### src/rtl/crcs_pkg.sv
package crcs_pkg;

    // Register width; every generator must fit within it.
    localparam int unsigned CRC_W = 32;
    // Width of the generator select code.
    localparam int unsigned SEL_W = 3;
    // Width able to hold any degree from 0 to CRC_W.
    localparam int unsigned LEN_W = $clog2(CRC_W + 1);

    // Generator codes.
    localparam logic [SEL_W-1:0] GEN_C8    = SEL_W'(0);
    localparam logic [SEL_W-1:0] GEN_C12   = SEL_W'(1);
    localparam logic [SEL_W-1:0] GEN_C16   = SEL_W'(2);
    localparam logic [SEL_W-1:0] GEN_CCITT = SEL_W'(3);
    localparam logic [SEL_W-1:0] GEN_C32   = SEL_W'(4);

    // Controller phases.
    typedef enum logic [1:0] {
        ST_IDLE = 2'd0,
        ST_TAKE = 2'd1,
        ST_EMIT = 2'd2,
        ST_HOLD = 2'd3
    } phase_e;

    // Captured per-frame settings.
    typedef struct packed {
        logic [SEL_W-1:0] sel;
        logic             rx;
    } frame_cfg_t;

endpackage

### src/rtl/crcs_gen_table.sv
// Maps a generator code to its tap mask (all terms below the top one)
// and its degree.
module crcs_gen_table
    import crcs_pkg::*;
#(
    parameter int unsigned W  = CRC_W,
    parameter int unsigned SW = SEL_W,
    parameter int unsigned LW = LEN_W
) (
    input  logic [SW-1:0] sel,
    output logic [W-1:0]  taps,
    output logic [LW-1:0] len
);

    always_comb begin
        case (sel)
            SW'(GEN_C8): begin
                taps = W'(32'h0000_0007);
                len  = LW'(8);
            end
            SW'(GEN_C12): begin
                taps = W'(32'h0000_080F);
                len  = LW'(12);
            end
            SW'(GEN_C16): begin
                taps = W'(32'h0000_8005);
                len  = LW'(16);
            end
            SW'(GEN_CCITT): begin
                taps = W'(32'h0000_1021);
                len  = LW'(16);
            end
            default: begin
                // Code 4 and every unassigned code.
                taps = W'(32'h04C1_1DB7);
                len  = LW'(32);
            end
        endcase
    end

endmodule

### src/rtl/crcs_lfsr.sv
// Shift register of one-bit stages.
// It either divides (step: feedback on) or plainly shifts toward the
// top stage (shift: feedback off). Only the low `len` stages are used.
module crcs_lfsr
    import crcs_pkg::*;
#(
    parameter int unsigned W  = CRC_W,
    parameter int unsigned LW = LEN_W
) (
    input  logic          clk,
    input  logic          rst,
    input  logic          clear,
    input  logic          step,
    input  logic          shift,
    input  logic          din,
    input  logic [W-1:0]  taps,
    input  logic [LW-1:0] len,
    output logic          top_bit,
    output logic          next_nonzero
);

    logic [W-1:0] stages;
    logic [W-1:0] live_mask;
    logic [W-1:0] top_pick;
    logic [W-1:0] shifted;
    logic [W-1:0] divided;
    logic         feedback;

    // Which stages are live, and which one is the top stage.
    always_comb begin
        for (int i = 0; i < W; i++) begin
            live_mask[i] = (LW'(i) < len);
            top_pick[i]  = (LW'(i + 1) == len);
        end
    end

    assign top_bit      = |(stages & top_pick);
    assign feedback     = top_bit ^ din;
    assign shifted      = (stages << 1) & live_mask;
    assign divided      = shifted ^ (feedback ? (taps & live_mask) : '0);
    assign next_nonzero = |divided;

    always_ff @(posedge clk) begin
        if (rst || clear) begin
            stages <= '0;
        end else if (step) begin
            stages <= divided;
        end else if (shift) begin
            stages <= shifted;
        end
    end

    // a clear leaves every stage at zero.
    a_r2_clear_empties: assert property (@(posedge clk) disable iff (rst)
        clear |=> (stages == '0));

    // stages above the selected degree never hold a one.
    a_r1_upper_idle: assert property (@(posedge clk) disable iff (rst)
        ((stages & ~live_mask) == '0));

    // with neither step nor shift nor clear, the register holds.
    a_r4_hold_still: assert property (@(posedge clk) disable iff (rst)
        (!clear && !step && !shift) |=> $stable(stages));

endmodule

### src/rtl/crcs_ctrl.sv
// Frame controller: captures the settings, sequences take/emit/hold,
// and reports the outcome.
module crcs_ctrl
    import crcs_pkg::*;
#(
    parameter int unsigned SW = SEL_W,
    parameter int unsigned LW = LEN_W
) (
    input  logic          clk,
    input  logic          rst,
    input  logic          start,
    input  logic          data_valid,
    input  logic          last,
    input  logic [SW-1:0] poly_sel,
    input  logic          rx_mode,
    input  logic [LW-1:0] len,
    input  logic          next_nonzero,
    output logic [SW-1:0] sel_q,
    output logic          lfsr_clear,
    output logic          lfsr_step,
    output logic          lfsr_shift,
    output logic          tx_valid,
    output logic          done,
    output logic          crc_error
);

    phase_e      state;
    phase_e      state_nx;
    frame_cfg_t  cfg;
    logic [LW-1:0] emit_left;
    logic        take_bit;
    logic        take_last;

    assign take_bit  = (state == ST_TAKE) && data_valid && !start;
    assign take_last = take_bit && last;
    assign sel_q     = cfg.sel;

    // Next-state decision.
    always_comb begin
        state_nx = state;
        if (start) begin
            state_nx = ST_TAKE;
        end else begin
            unique case (state)
                ST_IDLE: state_nx = ST_IDLE;
                ST_TAKE: begin
                    if (take_last) begin
                        state_nx = cfg.rx ? ST_HOLD : ST_EMIT;
                    end
                end
                ST_EMIT: begin
                    if (emit_left == '0) begin
                        state_nx = ST_HOLD;
                    end
                end
                ST_HOLD: state_nx = ST_HOLD;
            endcase
        end
    end

    // State register.
    always_ff @(posedge clk) begin
        if (rst) begin
            state <= ST_IDLE;
        end else begin
            state <= state_nx;
        end
    end

    // Registered frame data: settings, emission count and error flag.
    always_ff @(posedge clk) begin
        if (rst) begin
            cfg       <= '{sel: GEN_C32, rx: 1'b0};
            emit_left <= '0;
            crc_error <= 1'b0;
        end else if (start) begin
            cfg       <= '{sel: poly_sel, rx: rx_mode};
            emit_left <= '0;
            crc_error <= 1'b0;
        end else begin
            if (take_last && !cfg.rx) begin
                emit_left <= len - LW'(1);
            end else if (state == ST_EMIT && emit_left != '0) begin
                emit_left <= emit_left - LW'(1);
            end
            if (take_last && cfg.rx) begin
                crc_error <= next_nonzero;
            end
        end
    end

    // Decoded outputs.
    always_comb begin
        lfsr_clear = start;
        lfsr_step  = take_bit;
        lfsr_shift = 1'b0;
        tx_valid   = 1'b0;
        done       = 1'b0;
        unique case (state)
            ST_IDLE: ;
            ST_TAKE: ;
            ST_EMIT: begin
                lfsr_shift = !start;
                tx_valid   = 1'b1;
            end
            ST_HOLD: done = 1'b1;
        endcase
    end

    // a start pulse leaves done and crc_error low.
    a_r2_start_clears: assert property (@(posedge clk) disable iff (rst)
        start |=> (!done && !crc_error));

    // an error is only ever reported on a finished frame.
    a_r6_error_needs_done: assert property (@(posedge clk) disable iff (rst)
        crc_error |-> done);

    // emission begins only after a valid final bit.
    a_r4_emit_after_last: assert property (@(posedge clk) disable iff (rst)
        $rose(tx_valid) |-> $past(data_valid && last && !start));

    // settings move only at a start pulse.
    a_r7_cfg_frozen: assert property (@(posedge clk) disable iff (rst)
        !start |=> $stable(cfg));

    // emission and completion never overlap.
    a_r5_done_after_emit: assert property (@(posedge clk) disable iff (rst)
        (tx_valid && !start && state_nx == ST_HOLD) |=> (done && !tx_valid));

endmodule

### src/rtl/crcs_engine.sv
// Top: serial CRC generator and checker with a run-time generator choice.
module crcs_engine
    import crcs_pkg::*;
#(
    parameter int unsigned W  = CRC_W,
    parameter int unsigned SW = SEL_W,
    parameter int unsigned LW = LEN_W
) (
    input  logic          clk,
    input  logic          rst,
    input  logic          start,
    input  logic          data_valid,
    input  logic          data_in,
    input  logic          last,
    input  logic [SW-1:0] poly_sel,
    input  logic          rx_mode,
    output logic          tx_bit,
    output logic          tx_valid,
    output logic          done,
    output logic          crc_error
);

    logic [SW-1:0] sel_q;
    logic [W-1:0]  taps;
    logic [LW-1:0] len;
    logic          lfsr_clear;
    logic          lfsr_step;
    logic          lfsr_shift;
    logic          top_bit;
    logic          next_nonzero;

    crcs_gen_table #(.W(W), .SW(SW), .LW(LW)) i_table (
        .sel  (sel_q),
        .taps (taps),
        .len  (len)
    );

    crcs_ctrl #(.SW(SW), .LW(LW)) i_ctrl (
        .clk          (clk),
        .rst          (rst),
        .start        (start),
        .data_valid   (data_valid),
        .last         (last),
        .poly_sel     (poly_sel),
        .rx_mode      (rx_mode),
        .len          (len),
        .next_nonzero (next_nonzero),
        .sel_q        (sel_q),
        .lfsr_clear   (lfsr_clear),
        .lfsr_step    (lfsr_step),
        .lfsr_shift   (lfsr_shift),
        .tx_valid     (tx_valid),
        .done         (done),
        .crc_error    (crc_error)
    );

    crcs_lfsr #(.W(W), .LW(LW)) i_lfsr (
        .clk          (clk),
        .rst          (rst),
        .clear        (lfsr_clear),
        .step         (lfsr_step),
        .shift        (lfsr_shift),
        .din          (data_in),
        .taps         (taps),
        .len          (len),
        .top_bit      (top_bit),
        .next_nonzero (next_nonzero)
    );

    assign tx_bit = tx_valid & top_bit;

    // no check bit appears outside emission.
    a_r8_quiet_line: assert property (@(posedge clk) disable iff (rst)
        !tx_valid |-> !tx_bit);

endmodule

### config.mk
export PLATFORM = sky130hd
export DESIGN_NAME = crcs_engine
export DESIGN_NICKNAME = d
export VERILOG_FILES = /design/src/rtl/crcs_pkg.sv /design/src/rtl/crcs_gen_table.sv /design/src/rtl/crcs_lfsr.sv /design/src/rtl/crcs_ctrl.sv /design/src/rtl/crcs_engine.sv
export SDC_FILE = /design/constraint.sdc
export NUM_CORES = 1
export LEC_CHECK = 0
export ABC_AREA = 0
export BUFFER_PORTS_ARGS = -buffer_cell sky130_fd_sc_hd__buf_2
export CORE_MARGIN = 2
export CORE_UTILIZATION = 58
export CTS_CLUSTER_SIZE = 10
export DETAILED_ROUTE_END_ITERATION = 6
export GPL_TIMING_DRIVEN = 0
export PLACE_DENSITY = 0.74
export SYNTH_ARGS = -nofsm -noshare
export SYNTH_HDL_FRONTEND = slang
export SYNTH_HIERARCHICAL = 1
export SYNTH_SLANG_ARGS = --single-unit
### constraint.sdc
create_clock -name clk -period 7.1 [get_ports clk]
set_clock_uncertainty 0.2 [all_clocks]
set_input_delay 1.42 -clock clk [delete_from_list [all_inputs] [get_ports clk]]
set_output_delay 1.42 -clock clk [all_outputs]
set_load 0.05 [all_outputs]
==> flow_metrics.tcl, run 1 <==
set metrics [dict create \
    design.die.area_um2 9840 \
    synth_edf_count 0 \
    cp-end-kind "output port" \
    synth_warnings 6 \
    hp-start "i_ctrl/sel_q[1]" \
    hold-path-endpoint "i_ctrl/sel_q[1]" \
    drv_cap 0 \
    crit_top_cell "buf_2" \
    tightest_slew_ns 0.872 \
    ys_seq_area_share_pct 17.1 \
    p_leak_nw 2.07 \
    cts_buffers 5 \
    antenna_cells 0 \
    cts_root_buf "clkbuf_8" \
    ir_worst_vdd_mv 0.0748 \
    final_core_util_pct 64.3 \
    routedWlPerCell_um 22.2 \
    max_stage_delay_ns 0.56 \
    ys_async_sr_fraction_pct 0 \
    finalSetupTns_ns 0 \
    fin_nets 785 \
    drive_gt1_share_pct 13.9 \
    yosys-top-cells-area "dfxtp_1 (17%), a211oi_1 (5.0%), nor2b_1 (4.8%)" \
    worstPathCellList "buf_4 -> nor2_1 -> and2_1 -> buf_2 -> nand4b_1 -> a21o_1 -> a221o_1 -> buf_2 -> clkbuf_1 -> buf_1 -> nand2_1 -> and2_1 -> buf_2" \
    hold_buffers 0 \
    grt_pass1_wl_um 31300 \
    hpwlAfterDp_um 14500 \
    max_freq_mhz 169 \
    cts_max_level 2 \
    cp_data_arrival_time_ns 4.28 \
    stdcell_count 883 \
    report.final.slew_viol_count 0 \
    cp_slowest_cell "nor2_1" \
    drc_errors 1 \
    post-synth-top-area-fraction_pct 17.1 \
    vias_per_cell 7.07 \
    overflow 0 \
    min_period_ns 5.90 \
    synthesis.area_um2 5260 \
    io-pin-count 14 \
    synth_cell_types 75 \
    gp_congestion 1.02 \
    cts_tree "done" \
    violations "DRC" \
    drtIter0Drc 761 \
    path_class "flop to output port" \
    cts-resized-gates 0 \
    cellPowerDensity_nw_per_um2 124 \
    critPathLaunchType "flop" \
    rr_worst_depth 16 \
    timing.rr.start "i_ctrl/sel_q[1]" \
    ys_ff_latch 45 \
    final_common_cell "nor2_1" \
    portBuffers 12 \
    die_h_um 99.2 \
    clk_transition_reported_paths_ns 0.09 \
    track_usage_pct 40.2 \
    hold_viol_final 0 \
    synth_top_cell_by_area "dfxtp_1" \
    cts_num_sinks 45 \
    slew_headroom_pct 40.4 \
    clk_path_buf_depth 2 \
    firstDrtPassIters 7 \
    reg2reg_slack_ns 1.90 \
    cp.required_ns 5.48 \
    synthFlopType "dfxtp_1" \
    crit_fanout 10 \
    core_area_um2 8760 \
    grt_pass1_vias 5763 \
    vias 6239 \
    dp_cells 875 \
    holdCritPathClass "flop to flop" \
    netlist_instances 738 \
    die_width_um 99.2 \
    grt_antenna_before_repair 0 \
    rsz0062_at_grt "no" \
    grt_max_degree 15 \
    reg2reg_to "i_ctrl/crc_error" \
    routed_wirelength_um 19600 \
    worstHoldPathCells 2 \
    rows 34 \
    most-common-layout-cells "nor2_1 (63), nand3_1 (49), dfxtp_1 (45), clkbuf_1 (43), nor2b_1 (40)" \
    finalCritPeriodShare_pct 83.1 \
    ant_nets 0 \
    area_delta_synth_final_pct 7.21 \
    setup_violations 0 \
    post_cts_buffers 0 \
    initial_core_util_pct 60.0 \
    clk_latency_ns 0.32 \
    avgSynthCellArea_um2 7.12 \
    status "finished, violations left" \
]
power breakdown:
part	switching, mW	leakage (nW)	internal, mW	total (mW)
combinational	0.139	1.64	0.0791	0.218
clock	0.100	0.0574	0.115	0.215
sequential	0.00847	0.365	0.258	0.266
total	0.248	2.07	0.451	0.699
state kept, by name, indices dropped and copies added, names as in the netlist:
signal	count
i_lfsr/stages	32
i_ctrl/emit_left	6
i_ctrl/sel_q	3
i_ctrl/state	2
i_ctrl/cfg	1
i_ctrl/crc_error	1
routing by layer:
| layer | share of wire, % | track usage, % | vias up |
|---|---|---|---|
| met3 | 13 | 9.21 | 108 |
| met1 | 39 | 54.3 | 2865 |
| met2 | 43 | 60.8 | 452 |
| met4 | 5.2 | 19.1 | 0 |
| li1 | - | - | 2814 |
| met5 | 0 | 0 | - |
final cells by class:
cell class	instances	area, um2
clock inverter	2	37.5
sequential	45	901
buffer	94	509
tap	108	135
multi-input combinational	587	3800
fill	850	3130
inverter	29	109
clock buffer	6	82.6
timing repair buffer	12	60.1
Yosys cell counts (all sizes together) (9+ instances only):
cell type	instances
a211oi	36
a21o	14
a21oi	39
a22oi	14
a311oi	22
a31o	13
a31oi	17
and3	9
buf	51
clkbuf	43
dfxtp	45
inv	28
mux2i	17
nand2	31
nand2b	12
nand3	52
nand4	27
nand4b	19
nor2	63
nor2b	40
nor3	23
nor3b	12
o21ai	15
or2	9
how the worst max path moves through the flow:
stage / slack [ns] / cells past startpoint / endpoint / startpoint
3_5_place_dp: 1.65 / 13 / tx_bit / i_ctrl/sel_q[1]
5_1_grt: 0.97 / 13 / tx_bit / i_ctrl/sel_q[1]
4_1_cts: 1.32 / 13 / tx_bit / i_ctrl/sel_q[1]
2_1_floorplan: 2.72 / 11 / tx_bit / i_ctrl/sel_q[1]
6_report: 1.20 / 13 / tx_bit / i_ctrl/sel_q[1]
3_3_place_gp: 1.69 / 13 / tx_bit / i_ctrl/sel_q[1]
critical path, delay by kind of cell, from the launching register on:
family                 cells  cell delay, ns
AOI/OAI and AO/OA          2            0.25
and+or+nand+nor            5            1.59
DFF                        1            0.32
buffers and inverters      6            1.81
through the flow:
step	total power, mW	setup WS [ns]	area (um2)	hold WS, ns
2_1_floorplan	0.423	2.72	5320	0.262
3_3_place_gp	0.470	1.69	5520	0.276
3_5_place_dp	0.475	1.65	5520	0.283
4_1_cts	0.685	1.32	5640	0.305
5_1_grt	0.729	0.973	5640	0.326
6_report	0.699	1.20	5640	0.302
cell families (layout without fill, tap and decap cells):
family                     count (synthesis)  count (layout)  synth area share (%)
AOI/OAI and AO/OA                        204             204                  28.1
xor gates and xnor gates                   7               7                  1.17
adders and majority gates                  1               1                 0.238
buffers and inverters                    123             143                  11.8
DFF                                       45              45                  17.1
muxes                                     19              19                  4.09
other                                      2              19                 0.143
and+or+nand+nor                          337             337                  37.4
Note: power is estimated with default switching activity, not from simulation.
==> run 2, diff against run 1 <==
--- a/config.mk
+++ b/config.mk
@@ -5,7 +5,7 @@
 export SDC_FILE = /design/constraint.sdc
 export NUM_CORES = 1
 export LEC_CHECK = 0
-export ABC_AREA = 0
+export ABC_AREA = 1
 export BUFFER_PORTS_ARGS = -buffer_cell sky130_fd_sc_hd__buf_2
 export CORE_MARGIN = 2
 export CORE_UTILIZATION = 58
==> constraint.sdc (replaced) <==
create_clock -name clk -period 5.8 [get_ports clk]
set_clock_uncertainty 0.2 [all_clocks]
set_input_delay 1.16 -clock clk [delete_from_list [all_inputs] [get_ports clk]]
set_output_delay 1.16 -clock clk [all_outputs]
set_load 0.05 [all_outputs]
==> run 2 against run 1 <==
The flow now finishes without violations. Cell count is 6.3% higher. First-iteration DRC count is 0.92% higher. Sequential share of layout area is 2.6 points higher. Critical path type unchanged. Power is 10% higher. Register-to-register slack better by 0.09 ns. Non-clock buffer count is 26 lower. Count of clock-buffer cells in the layout is 1 higher. Worst hold slack worse by 0.045 ns. Highest routed layer unchanged. Core utilization is 0.44 points lower.
==> flow_metrics.tcl, run 2 <==
set metrics [dict create \
    clk_transition_reported_paths_ns 0.09 \
    nFillCells 757 \
    critPathLaunchType "flop" \
    placed_cell_area_um2 4740 \
    report.final.slew_viol_count 0 \
    regMostFlops "i_lfsr/stages" \
    core_area_um2 7610 \
    cp_data_arrival_time_ns 2.77 \
    yosys-top-cells-area "dfxtp_1 (20%), nand2_1 (18%), nand3_1 (11%)" \
    fin_nets 847 \
    slew_headroom_pct 37.9 \
    hold_buffers 0 \
    track_usage_pct 40.7 \
    reg2reg_to "i_ctrl/crc_error" \
    drc_errors 0 \
    avgSynthCellArea_um2 5.61 \
    initial_core_util_pct 59.0 \
    overflow 0 \
    worst_slack_ns 1.67 \
    post-synth-top-area-fraction_pct 20.1 \
    finalCritPeriodShare_pct 71.3 \
    rr_worst_depth 21 \
    design.die.area_um2 8460 \
    grt_pass1_wl_um 26600 \
    comb_power_share_pct 25.3 \
    clk_path_buf_depth 2 \
    ff_latch_area_um2 901 \
    synth_top_cell_by_area "dfxtp_1" \
    portBuffers 12 \
    drtIter0Drc 768 \
    total_power_uw 772 \
    synthFlopType "dfxtp_1" \
    cts_buffers 5 \
    cp-end-kind "output port" \
    gp_congestion 1.05 \
    area_delta_synth_final_pct 8.19 \
    firstDrtPassIters 5 \
    grt_pass1_vias 5448 \
    hpwlAfterDp_um 11800 \
    p_leak_nw 2.28 \
    setup_violations 0 \
    synthesis.area_um2 4490 \
    finalSetupTns_ns 0 \
    cp_top_family "simple AND/OR/NAND/NOR gates" \
    worstHoldPathCells 2 \
    crit_fanout 10 \
    timing.rr.start "i_ctrl/sel_q[1]" \
    die_width_um 92.0 \
    largest_register_ffs 32 \
    status "finished, final reports clean" \
    die_h_um 92.0 \
    max_freq_mhz 242 \
    yosys-top-cells-count "nand2_1 (214), inv_1 (108), nand3_1 (96)" \
    dp_cells 931 \
    cts_tree "done" \
    reg2reg_slack_ns 1.99 \
    seqPwrFrac_pct 41.0 \
    ys_ff_latch 45 \
    vias 5593 \
    ant_nets 0 \
    ir_worst_vdd_mv 0.0934 \
    max_stage_delay_ns 0.33 \
    antenna_cells 0 \
    drv_cap 0 \
    switchingPower_uw 256 \
    worstPathCellList "buf_4 -> nor2_1 -> buf_2 -> nand2_1 -> nor2_2 -> nand3_1 -> nand2_1 -> nor2_1 -> nand2_1 -> nor2_4 -> nand2_4 -> nand2_1 -> inv_1 -> buf_2" \
    cts_max_level 2 \
    grt_antenna_before_repair 0 \
    post_cts_buffers 0 \
    holdCritPathClass "flop to flop" \
    rsz0062_at_grt "no" \
    min_period_ns 4.13 \
    io-pin-count 14 \
    hp-start "i_ctrl/sel_q[2]" \
    final_cell_area_um2 4860 \
    stdcell_count 939 \
    cts_num_sinks 45 \
    routed_wirelength_um 16800 \
    hold-path-endpoint "i_ctrl/sel_q[2]" \
    grt_max_degree 14 \
    clk_latency_ns 0.31 \
    yosysMostFrequentCell "nand2_1" \
    cts-resized-gates 0 \
    rows 32 \
    netlist_instances 800 \
    most-common-layout-cells "nand2_1 (214), inv_1 (108), nand3_1 (96), nor2_1 (84), dfxtp_1 (45)" \
    ys_seq_area_share_pct 20.1 \
    routedWlPerCell_um 17.8 \
    multi_input_area_um2 2780 \
    dp_slack_ns 2.09 \
    cellPowerDensity_nw_per_um2 159 \
    synth_edf_count 0 \
    ys_async_sr_fraction_pct 0 \
    crit_top_cell "nand2_1" \
    hold_viol_final 0 \
    p_clk_share_pct 33.7 \
    p_int_uw 517 \
    cp_slowest_cell "buf_2" \
    netSwitchingFraction_pct 33.1 \
    critPathBufInv 4 \
    path_class "flop to output port" \
    synth_cell_types 45 \
    synth_warnings 6 \
    cp.required_ns 4.44 \
    cts_root_buf "clkbuf_8" \
    drive_gt1_share_pct 13.3 \
    tightest_slew_ns 0.932 \
    final_common_cell "nand2_1" \
    vias_per_cell 5.96 \
]
-- run 2: cells by family after synthesis --
| family | after synthesis | synth area share, % |
|---|---|---|
| xor gates and xnor gates | 1 | 0.195 |
| DFF | 45 | 20.1 |
| other | 2 | 0.167 |
| buffers and inverters | 186 | 19.5 |
| AOI/OAI and AO/OA | 94 | 12.1 |
| and+or+nand+nor | 471 | 47.6 |
| adders and majority gates | 1 | 0.279 |
-- run 2: area by class of cell --
| type | instances | share of cell area [%] |
|---|---|---|
| clock buffer | 7 | 1.78 |
| buffer | 68 | 8.86 |
| clock inverter | 1 | 0.618 |
| timing repair buffer | 12 | 1.24 |
| sequential | 45 | 18.5 |
| tap | 102 | 2.63 |
| multi-input combinational | 586 | 57.1 |
| inverter | 118 | 9.19 |
-- run 2: power groups by stage --
stage                     registers (mW)  clock network [mW]  logic (mW)
final                              0.317               0.260       0.195
after CTS                          0.317               0.266       0.180
after global routing               0.317               0.281       0.212
after global placement             0.324                   0       0.177
after detailed placement           0.324                   0       0.179
after floorplan                    0.323                   0       0.137
-- run 2: worst max path at each step --
stage | start | end | slack (ns) | cells past startpoint
3_5_place_dp | i_ctrl/sel_q[1] | tx_bit | 2.09 | 14
3_3_place_gp | i_ctrl/sel_q[1] | tx_bit | 2.06 | 14
6_report | i_ctrl/sel_q[1] | tx_bit | 1.67 | 14
5_1_grt | i_ctrl/sel_q[2] | tx_bit | 1.50 | 16
2_1_floorplan | i_ctrl/sel_q[1] | tx_bit | 2.44 | 13
4_1_cts | i_ctrl/sel_q[1] | tx_bit | 1.72 | 14
-- run 2: tightest hold or removal path, delay by kind of cell (launching register included) --
kind | cells | cell delay, ns
AND/OR/NAND/NOR | 2 | 0.10
flip-flops | 1 | 0.32
-- run 2: metal layers --
| layer | GRT usage, % | up-vias | part of all wire [%] |
|---|---|---|---|
| li1 | - | 2599 | - |
| met1 | 48.0 | 2523 | 38 |
| met2 | 65.0 | 362 | 43 |
| met3 | 11.3 | 109 | 12 |
| met4 | 25.9 | 0 | 7.0 |
| met5 | 0 | - | 0 |
-- run 2: through the flow --
step | util, % | hold WS (ns)
after floorplan | - | 0.227
after global placement | 62.3 | 0.243
after detailed placement | 62.3 | 0.248
after CTS | 63.9 | 0.264
after global routing | 63.9 | 0.294
final | 63.9 | 0.257
==> run 3, diff against run 2 <==
--- a/config.mk
+++ b/config.mk
@@ -12,7 +12,7 @@
 export CTS_CLUSTER_SIZE = 10
 export DETAILED_ROUTE_END_ITERATION = 6
 export GPL_TIMING_DRIVEN = 0
-export PLACE_DENSITY = 0.74
+export PLACE_DENSITY = 0.77
 export SYNTH_ARGS = -nofsm -noshare
 export SYNTH_HDL_FRONTEND = slang
 export SYNTH_HIERARCHICAL = 1
==> constraint.sdc (replaced) <==
create_clock -name clk -period 3.6 [get_ports clk]
set_clock_uncertainty 0.2 [all_clocks]
set_input_delay 0.72 -clock clk [delete_from_list [all_inputs] [get_ports clk]]
set_output_delay 0.72 -clock clk [all_outputs]
set_load 0.05 [all_outputs]
==> run 3 against run 2 <==
Die area unchanged. Final area up 1.3%. Combinational power increased by 61%. Non-clock buffer count is 3 higher. Flip-flop and latch count is the same. Sequential power is 61% higher. Register-to-register slack worse by 1.9 ns.
==> flow_metrics.tcl, run 3 (synthesis gave the netlist of run 2 again) <==
set metrics [dict create \
    status "finished, final reports clean" \
    vias_per_cell 5.84 \
    path_class "flop to flop" \
    grt_max_degree 14 \
    overflow 0 \
    drc_errors 0 \
    hold_viol_final 0 \
    largest_register_ffs 32 \
    report.final.slew_viol_count 0 \
    ir_worst_vdd_mv 0.159 \
    cp_data_arrival_time_ns 3.47 \
    crit_fanout 10 \
    total_power_mw 1.22 \
    max_freq_mhz 288 \
    cp.required_ns 3.60 \
    cts_num_sinks 45 \
    drive_gt1_share_pct 14.7 \
    most-common-layout-cells "nand2_1 (213), inv_1 (107), nand3_1 (96), nor2_1 (77), dfxtp_1 (45)" \
    dp_slack_ns -0.0360 \
    initial_core_util_pct 59.0 \
    drv_cap 0 \
    stdcell_count 941 \
    slew_headroom_pct 46.2 \
    ant_nets 0 \
    io-pin-count 14 \
    firstDrtPassIters 7 \
    die_width_um 92.0 \
    drtIter0Drc 577 \
    cts_max_level 2 \
    hold_buffers 0 \
    grt_pass1_wl_um 25600 \
    cts_root_buf "clkbuf_8" \
    regMostFlops "i_lfsr/stages" \
    dp_cells 931 \
    cts_tree "done" \
    holdCritPathClass "flop to flop" \
    final_common_cell "nand2_1" \
    clk_path_buf_depth 2 \
    gp_congestion 1.01 \
    antenna_cells 0 \
    design.die.area_um2 8460 \
    setup_violations 0 \
    min_period_ns 3.47 \
    hpwlAfterDp_um 11900 \
    portBuffers 12 \
    fin_nets 850 \
    p_leak_nw 2.29 \
    whs_ns 0.258 \
    routed_wirelength_um 16200 \
    core_area_um2 7610 \
    tightest_slew_ns 0.807 \
    grt_pass1_vias 5184 \
    cp-end-kind "flop" \
    area_delta_synth_final_pct 9.58 \
    rows 32 \
    vias 5492 \
    worst_slack_ns 0.132 \
    routedWlPerCell_um 17.2 \
    finalCritPeriodShare_pct 96.3 \
    cts_buffers 5 \
    cellPowerDensity_nw_per_um2 249 \
    clk_latency_ns 0.31 \
    die_h_um 92.0 \
    track_usage_pct 38.9 \
    clk_transition_reported_paths_ns 0.09 \
    grt_antenna_before_repair 0 \
    critPathLaunchType "flop" \
]
[run 3: area by class of cell]
| class | instances | area, um2 |
|---|---|---|
| plain buffers | 68 | 449 |
| well taps | 102 | 128 |
| repair buffers | 15 | 85.1 |
| flip-flops and latches | 45 | 901 |
| clock inverters | 2 | 35.0 |
| inverters | 118 | 453 |
| clock buffers | 5 | 68.8 |
| fillers | 768 | 2690 |
| multi-input cells | 586 | 2800 |
[run 3: power by group]
part / switching, mW / internal [mW] / leakage [nW] / total, mW
logic: 0.210 / 0.104 / 1.87 / 0.314
clock network: 0.197 / 0.203 / 0.0540 / 0.399
registers: 0.00596 / 0.504 / 0.364 / 0.510
[run 3: path summary, 6_finish.rpt]
path / depth (start not counted) / to / slack, ns / from
worst max-delay path: 25 / i_ctrl/crc_error / 0.13 / i_ctrl/sel_q[2]
worst min-delay path: 2 / i_ctrl/sel_q[2] / 0.26 / i_ctrl/sel_q[2]
worst max register to register: 25 / i_ctrl/crc_error / 0.13 / i_ctrl/sel_q[2]
worst min register to register: 2 / i_ctrl/sel_q[2] / 0.26 / i_ctrl/sel_q[2]
[run 3: timing repair]
item | 4_1_cts | 5_1_grt
endpoints found under the setup margin | 2 | 2
hold endpoints to repair | 0 | 0
buffers inserted | 0 | 3
resized for setup | 3 | 17
[run 3: worst max-delay path, stage by stage, from the launching register on]
cell,delay [ns]
dfxtp_1,0.32
buf_4,0.16
inv_2,0.10
nand2_1,0.07
nor2_2,0.15
buf_4,0.21
inv_2,0.07
nand2_1,0.11
nor2_2,0.07
nand2_1,0.10
nor2_1,0.08
nor2_1,0.11
nand2_1,0.09
nor2_4,0.14
nand3_4,0.14
clkbuf_4,0.25
nand3_1,0.11
nand2_1,0.07
nand2_1,0.07
nand2_1,0.05
nor2_1,0.15
nand2_1,0.09
nor2_2,0.19
nand2_1,0.08
nand4_1,0.10
a21oi_1,0.06
[run 3: through the flow]
stage	utilization, %	setup TNS [ns]	instance area, um2
2_1_floorplan	-	0	4550
3_3_place_gp	62.3	-0.0402	4740
3_5_place_dp	62.3	-0.0360	4740
4_1_cts	63.8	0	4850
5_1_grt	64.7	-0.0200	4920
6_report	64.7	0	4920
[run 3: routing by layer]
metal | wire length (um) | global-route usage, % | vias to the layer above | share of wire, %
li1 | - | - | 2605 | -
met1 | 6230 | 47.8 | 2455 | 39
met2 | 7440 | 65.7 | 352 | 46
met3 | 1610 | 5.92 | 80 | 10
met4 | 888 | 20.0 | 0 | 5.5
met5 | 0 | 0 | - | 0
